## config.mk

```make
export PLATFORM = sky130hd
export DESIGN_NAME = evt_irq_ctrl
export DESIGN_NICKNAME = d
export VERILOG_FILES = /design/src/rtl/evt_irq_pkg.sv /design/src/rtl/evt_sync.sv /design/src/rtl/evt_cell.sv /design/src/rtl/evt_regs.sv /design/src/rtl/evt_irq_ctrl.sv
export SDC_FILE = /design/constraint.sdc
export NUM_CORES = 1
export LEC_CHECK = 0
export BUFFER_PORTS_ARGS = -buffer_cell sky130_fd_sc_hd__buf_4
export CORE_ASPECT_RATIO = 0.75
export CORE_MARGIN = 2
export CORE_UTILIZATION = 40
export CTS_BUF_LIST = sky130_fd_sc_hd__clkbuf_8
export DETAILED_ROUTE_END_ITERATION = 8
export PLACE_DENSITY = 0.62
export REMOVE_ABC_BUFFERS = 1
export SYNTH_ARGS = -nofsm -noshare
export SYNTH_HDL_FRONTEND = slang
export SYNTH_SLANG_ARGS = --single-unit
```

## constraint.sdc

```tcl
create_clock -name clk -period 1.3 [get_ports clk]
set_clock_uncertainty 0.15 [all_clocks]
set_input_delay 0.065 -clock clk [delete_from_list [all_inputs] [get_ports clk]]
set_output_delay 0.065 -clock clk [all_outputs]
set_load 0.02 [all_outputs]
```

## src/rtl/evt_irq_pkg.sv

```systemverilog
package evt_irq_pkg;
    localparam int EVT_N   = 12;
    localparam int DATA_W  = 16;
    localparam int ADDR_W  = 5;
    localparam int BIT_WP  = 5;
    localparam int BIT_RDY = 7;

    localparam logic [ADDR_W-1:0] OFS_MASK  = 5'h04;
    localparam logic [ADDR_W-1:0] OFS_LATCH = 5'h0C;
    localparam logic [ADDR_W-1:0] OFS_CLEAR = 5'h10;

    // Bits that physically exist in the mask and clear registers.
    localparam logic [DATA_W-1:0] LIVE_BITS = DATA_W'((1 << EVT_N) - 1);
    localparam logic [DATA_W-1:0] MASK_IMPL = LIVE_BITS & ~(DATA_W'(1) << BIT_WP);
    localparam logic [DATA_W-1:0] CLR_IMPL  = LIVE_BITS & ~(DATA_W'(1) << BIT_RDY);

    typedef enum logic [1:0] {
        EV_IDLE   = 2'd0,
        EV_ACTIVE = 2'd1,
        EV_HELD   = 2'd2
    } ev_state_t;
endpackage

```

## src/rtl/evt_sync.sv

```systemverilog
module evt_sync #(
    parameter int WIDTH  = 12,
    parameter int STAGES = 2
) (
    input  logic             clk,
    input  logic             rst_n,
    input  logic [WIDTH-1:0] async_in,
    output logic [WIDTH-1:0] sync_out
);
    logic [WIDTH-1:0] stage_q [STAGES];

    genvar s;
    generate
        for (s = 0; s < STAGES; s++) begin : g_stage
            always_ff @(posedge clk or negedge rst_n) begin
                if (!rst_n) begin
                    stage_q[s] <= '0;
                end else if (s == 0) begin
                    stage_q[s] <= async_in;
                end else begin
                    stage_q[s] <= stage_q[(s == 0) ? 0 : s-1];
                end
            end
        end
    endgenerate

    assign sync_out = stage_q[STAGES-1];
endmodule

```

## src/rtl/evt_cell.sv

```systemverilog
module evt_cell
    import evt_irq_pkg::*;
(
    input  logic clk,
    input  logic rst_n,
    input  logic act,
    input  logic clr,
    output logic latched
);
    ev_state_t state_q, state_d;

    always_comb begin
        state_d = state_q;
        unique case (state_q)
            EV_IDLE:   if (act) state_d = EV_ACTIVE;
            EV_ACTIVE: if (!act) state_d = clr ? EV_IDLE : EV_HELD;
            EV_HELD:   if (act) state_d = EV_ACTIVE;
                       else if (clr) state_d = EV_IDLE;
            default:   state_d = EV_IDLE;
        endcase
    end

    always_ff @(posedge clk or negedge rst_n) begin
        if (!rst_n) state_q <= EV_IDLE;
        else        state_q <= state_d;
    end

    always_comb begin
        latched = (state_q != EV_IDLE);
    end

    // an active level sets the bit
    a_r1_set: assert property (@(posedge clk) disable iff (!rst_n)
        act |=> latched);
    // without a clear request the bit holds
    a_r1_hold: assert property (@(posedge clk) disable iff (!rst_n)
        (latched && !clr) |=> latched);
    // a clear on an inactive signal releases the bit
    a_r2_clear: assert property (@(posedge clk) disable iff (!rst_n)
        (latched && clr && !act) |=> !latched);
endmodule

```

## src/rtl/evt_regs.sv

```systemverilog
module evt_regs
    import evt_irq_pkg::*;
(
    input  logic              clk,
    input  logic              rst_n,
    input  logic              bus_sel,
    input  logic              bus_wr,
    input  logic [ADDR_W-1:0] bus_addr,
    input  logic [DATA_W-1:0] bus_wdata,
    input  logic [EVT_N-1:0]  latch_vec,
    output logic [EVT_N-1:0]  clr_vec,
    output logic [DATA_W-1:0] bus_rdata,
    output logic              irq_n
);
    logic [DATA_W-1:0] mask_q;
    logic [DATA_W-1:0] rdata_q;
    logic              irq_q;
    logic [DATA_W-1:0] latch_wide;
    logic [DATA_W-1:0] clr_full;
    logic              unused_hi;
    logic              wr_mask, wr_clear, rd_any;

    assign latch_wide = {{(DATA_W-EVT_N){1'b0}}, latch_vec};
    assign wr_mask    = bus_sel && bus_wr && (bus_addr == OFS_MASK);
    assign wr_clear   = bus_sel && bus_wr && (bus_addr == OFS_CLEAR);
    assign rd_any     = bus_sel && !bus_wr;
    assign clr_full   = wr_clear ? (bus_wdata & CLR_IMPL) : '0;
    assign clr_vec    = clr_full[EVT_N-1:0];
    assign unused_hi  = ^clr_full[DATA_W-1:EVT_N];

    always_ff @(posedge clk or negedge rst_n) begin
        if (!rst_n)       mask_q <= '0;
        else if (wr_mask) mask_q <= bus_wdata & MASK_IMPL;
    end

    always_ff @(posedge clk or negedge rst_n) begin
        if (!rst_n) begin
            rdata_q <= '0;
        end else if (rd_any) begin
            unique case (bus_addr)
                OFS_MASK:  rdata_q <= mask_q;
                OFS_LATCH: rdata_q <= latch_wide;
                default:   rdata_q <= '0;
            endcase
        end
    end

    always_ff @(posedge clk or negedge rst_n) begin
        if (!rst_n) irq_q <= 1'b1;
        else        irq_q <= ~|(latch_wide & mask_q);
    end

    assign bus_rdata = rdata_q;
    assign irq_n     = irq_q;

    // a masked latched bit pulls the line low next cycle
    a_r3_irq_low: assert property (@(posedge clk) disable iff (!rst_n)
        (|(latch_wide & mask_q)) |=> !irq_n);
    // nothing pending releases the line
    a_r3_irq_high: assert property (@(posedge clk) disable iff (!rst_n)
        !(|(latch_wide & mask_q)) |=> irq_n);
    // the clear register reads as zero
    a_r6_clear_reads_zero: assert property (@(posedge clk) disable iff (!rst_n)
        (rd_any && bus_addr == OFS_CLEAR) |=> (bus_rdata == '0));
    // writes elsewhere leave the mask alone
    a_r6_mask_stable: assert property (@(posedge clk) disable iff (!rst_n)
        (bus_sel && bus_wr && bus_addr != OFS_MASK) |=> $stable(mask_q));
    // read data holds between reads
    a_r8_rdata_hold: assert property (@(posedge clk) disable iff (!rst_n)
        !rd_any |=> $stable(bus_rdata));
endmodule

```

## src/rtl/evt_irq_ctrl.sv

```systemverilog
module evt_irq_ctrl
    import evt_irq_pkg::*;
#(
    parameter int SYNC_STAGES = 2
) (
    input  logic              clk,
    input  logic              rst_n,
    input  logic [EVT_N-1:0]  evt_in,
    input  logic              dat_rd_pulse,
    input  logic              bus_sel,
    input  logic              bus_wr,
    input  logic [ADDR_W-1:0] bus_addr,
    input  logic [DATA_W-1:0] bus_wdata,
    output logic [DATA_W-1:0] bus_rdata,
    output logic              irq_n
);
    logic [EVT_N-1:0] evt_sync_v;
    logic [EVT_N-1:0] clr_req;
    logic [EVT_N-1:0] latch_v;

    evt_sync #(.WIDTH(EVT_N), .STAGES(SYNC_STAGES)) u_sync (
        .clk      (clk),
        .rst_n    (rst_n),
        .async_in (evt_in),
        .sync_out (evt_sync_v)
    );

    genvar i;
    generate
        for (i = 0; i < EVT_N; i++) begin : g_cell
            logic cell_clr;
            if (i == BIT_RDY) begin : g_auto
                assign cell_clr = dat_rd_pulse;
            end else begin : g_sw
                assign cell_clr = clr_req[i];
            end
            evt_cell u_cell (
                .clk     (clk),
                .rst_n   (rst_n),
                .act     (evt_sync_v[i]),
                .clr     (cell_clr),
                .latched (latch_v[i])
            );
        end
    endgenerate

    evt_regs u_regs (
        .clk       (clk),
        .rst_n     (rst_n),
        .bus_sel   (bus_sel),
        .bus_wr    (bus_wr),
        .bus_addr  (bus_addr),
        .bus_wdata (bus_wdata),
        .latch_vec (latch_v),
        .clr_vec   (clr_req),
        .bus_rdata (bus_rdata),
        .irq_n     (irq_n)
    );
endmodule

```

==> impl_metrics.py <==
metrics = {
    "clock_network": {
        "clkTransAtPathRegs_ps": 70,
        "clock-root-buffer": "clkbuf_8",
        "cts_max_level": 3,
        "cts_tree": "done",
        "postCtsSetupBuffers": 0,
        "numCtsBuffers": 9,
        "cts.path.max_buffers": 2,
        "clkLatencyLatePin_ps": 350,
        "clock-sinks": 72,
    },
    "routing": {
        "remaining_drc_errors": 0,
        "wirelength_um": 5450,
        "firstDrtPassIters": 4,
        "wl_per_cell_um": 14.1,
        "num_vias": 1883,
        "avgViaCountPerCell": 4.87,
        "antenna_left": 0,
        "first_iter_violations": 56,
    },
    "place": {
        "place_area_um2": 3220,
        "gp_congestion": 0.730,
        "dp_slack_ps": -235,
        "portBuffers": 46,
        "dp_hpwl_um": 3660,
    },
    "floorplan": {
        "core_um2": 6410,
        "io_pins": 55,
        "dieArea_um2": 7450,
        "start_util_pct": 42.2,
        "die_h_um": 75.3,
        "die_w_um": 99.0,
        "fp-row-count": 25,
    },
    "worst_hold_path": {
        "holdCritPathClass": "in -> async",
    },
    "synth": {
        "synth-seq-cells": 72,
        "synthCells": 210,
        "netlist_area_um2": 2710,
        "synth_enable_flop_cells": 0,
        "yosys_most_used_dff": "dfrtp_1",
        "ys_seq_area_share_pct": 66.6,
        "synthDistinctLibCells": 28,
        "synth_top_area_share_pct": 65.6,
        "synthArstFlopShare_pct": 100,
        "yosysWarnings": 0,
        "yosys.area.top_type": "dfrtp_1",
        "synth_area_leaders": "dfrtp_1 66%, mux2_4 5.5%, o21ai_0 3.9%",
        "syn_avg_cell_area_um2": 12.9,
    },
    "global_routing": {
        "grt_pass1_vias": 1893,
        "grt_usage_pct": 16.0,
        "grt_start_max_net_pins": 29,
        "grt_overflow": 0,
        "grt_first_pass_wirelength_um": 9010,
        "antenna_found_initial": 0,
    },
    "timing": {
        "timing.final.ws_setup_ps": 1.97,
        "drv_slew": 0,
        "setup_tns_ps": 0,
        "setup_viol": 0,
        "period_minus_slack_ps": 1300,
        "hold_violations": 0,
        "timing.final.crit_share_pct": 99.8,
        "max_clock_freq_ghz": 0.770,
    },
    "layout": {
        "fill_cells": 546,
        "fin_area_um2": 3710,
        "antenna_cells": 0,
        "drive_gt1_share_pct": 29.4,
        "area_growth_syn_to_layout_pct": 36.8,
        "mostFrequentLayoutCells": "71 x dfrtp_1, 55 x buf_4, 29 x dlygate4sd3_1",
        "layout_commonest_cell": "dfrtp_1",
        "final_util_pct": 57.8,
        "final_nets": 339,
    },
    "power_and_ir_drop": {
        "powerDensity_nw_per_um2": 1240,
        "vdd_drop_max_v": 0.000739,
        "leakagePower_nw": 1.71,
    },
    "critical_path": {
        "reg2reg_to": "u_regs.irq_n",
        "critPathRequiredTime_ps": 1440,
        "worstPathArrival_ps": 1440,
        "worstSetupPathType": "reg -> reg",
        "crit_path_end": "u_regs.irq_n",
        "crit_path_start_kind": "register",
        "r2r_setup_slack_ps": 2,
        "end_kind": "register",
        "r2r_start": "g_cell[9].u_cell.state_q[1]",
        "crit_fanout": 3,
        "crit_start": "g_cell[9].u_cell.state_q[1]",
        "reg2reg_depth": 4,
    },
    "job": {
        "timing.max_cap.violations": 0,
    },
    "run_status": {
        "outcome": "complete, no violations",
    },
}
## sequential cells by signal, indices dropped and copies added (netlist names)
| register | count |
|---|---|
| g_cell.u_cell.state_q | 24 |
| u_regs.bus_rdata | 12 |
| u_sync.stage_q | 12 |
| u_sync.sync_out | 12 |
| u_regs.mask_q | 11 |
| u_regs.irq_n | 1 |
## power breakdown
group	leakage, nW	switching [W]	internal [W]
clock network	0.0982	0.000776	0.000716
registers	0.901	0.000102	0.00241
logic	0.709	0.000266	0.000321
total	1.71	0.00114	0.00345
## cells in the mapped netlist, types with 4 or more instances
cell	instances
dfrtp_1	71
mux2_4	10
nand2_1	24
clkbuf_1	4
nor2b_1	10
o21ai_0	21
a2111oi_0	10
o21ai_1	13
buf_4	5
nor2_1	12
and2_1	10
## critical path, cell delays in order (launching register included)
cell,delay [ps]
dfrtp_1,380
o21ai_0,200
nand4_1,140
nor2_1,160
and4_1,210
## metrics by stage
stage	hold WS [ps]	instances	power, W
2_1_floorplan	-381	203	0.00278
3_3_place_gp	-129	342	0.00304
3_5_place_dp	-132	342	0.00306
4_1_cts	28.4	387	0.00463
5_1_grt	50.1	387	0.00482
6_report	19.6	387	0.00460
## kinds of logic after synthesis
group / share of synthesized area, %
flops: 66.6
compound gates: 10.6
xor+xnor: 0.647
buf+inv: 2.68
simple gates: 13.4
other cells: 0.138
mux: 5.96
## per-layer routing
| layer | global-route usage [%] | share of wire (%) | wire length [µm] | vias up |
|---|---|---|---|---|
| li1 | - | - | - | 906 |
| met4 | 6.39 | 1.7 | 91 | 0 |
| met5 | 0 | 0 | 0 | - |
| met1 | 21.6 | 48 | 2630 | 918 |
| met2 | 23.9 | 44 | 2390 | 49 |
| met3 | 5.85 | 6.1 | 332 | 10 |
## timing repair
item / CTS / global route
endpoints found under the setup margin: 2 / 7
gates resized for setup: 4 / 11
hold buffers: 29 / 0
cloned: 0 / 0
hold endpoints to repair: 108 / 0
pin swaps: 0 / 1
## layout make-up
class                   count  area [µm²]  share of cell area [%]
clock buffers              10         138                    3.71
flip-flops and latches     72        1800                    48.6
repair buffers             87         763                    20.6
clock inverters             6        27.5                   0.743
multi-input cells         131         873                    23.6
well taps                  81         101                    2.73
## worst min-delay path by stage
stage / to / slack [ps] / depth (start not counted) / from
floorplan: g_cell[0].u_cell.state_q[0] / -380 / 0 / rst_n
global placement: u_regs.bus_rdata[5] / -130 / 1 / rst_n
detailed placement: u_regs.bus_rdata[5] / -130 / 1 / rst_n
CTS: u_regs.bus_rdata[5] / 30 / 2 / rst_n
global route: u_regs.bus_rdata[5] / 50 / 2 / rst_n
finish: u_regs.bus_rdata[5] / 20 / 2 / rst_n
Note: power is estimated with default switching activity, not from simulation.
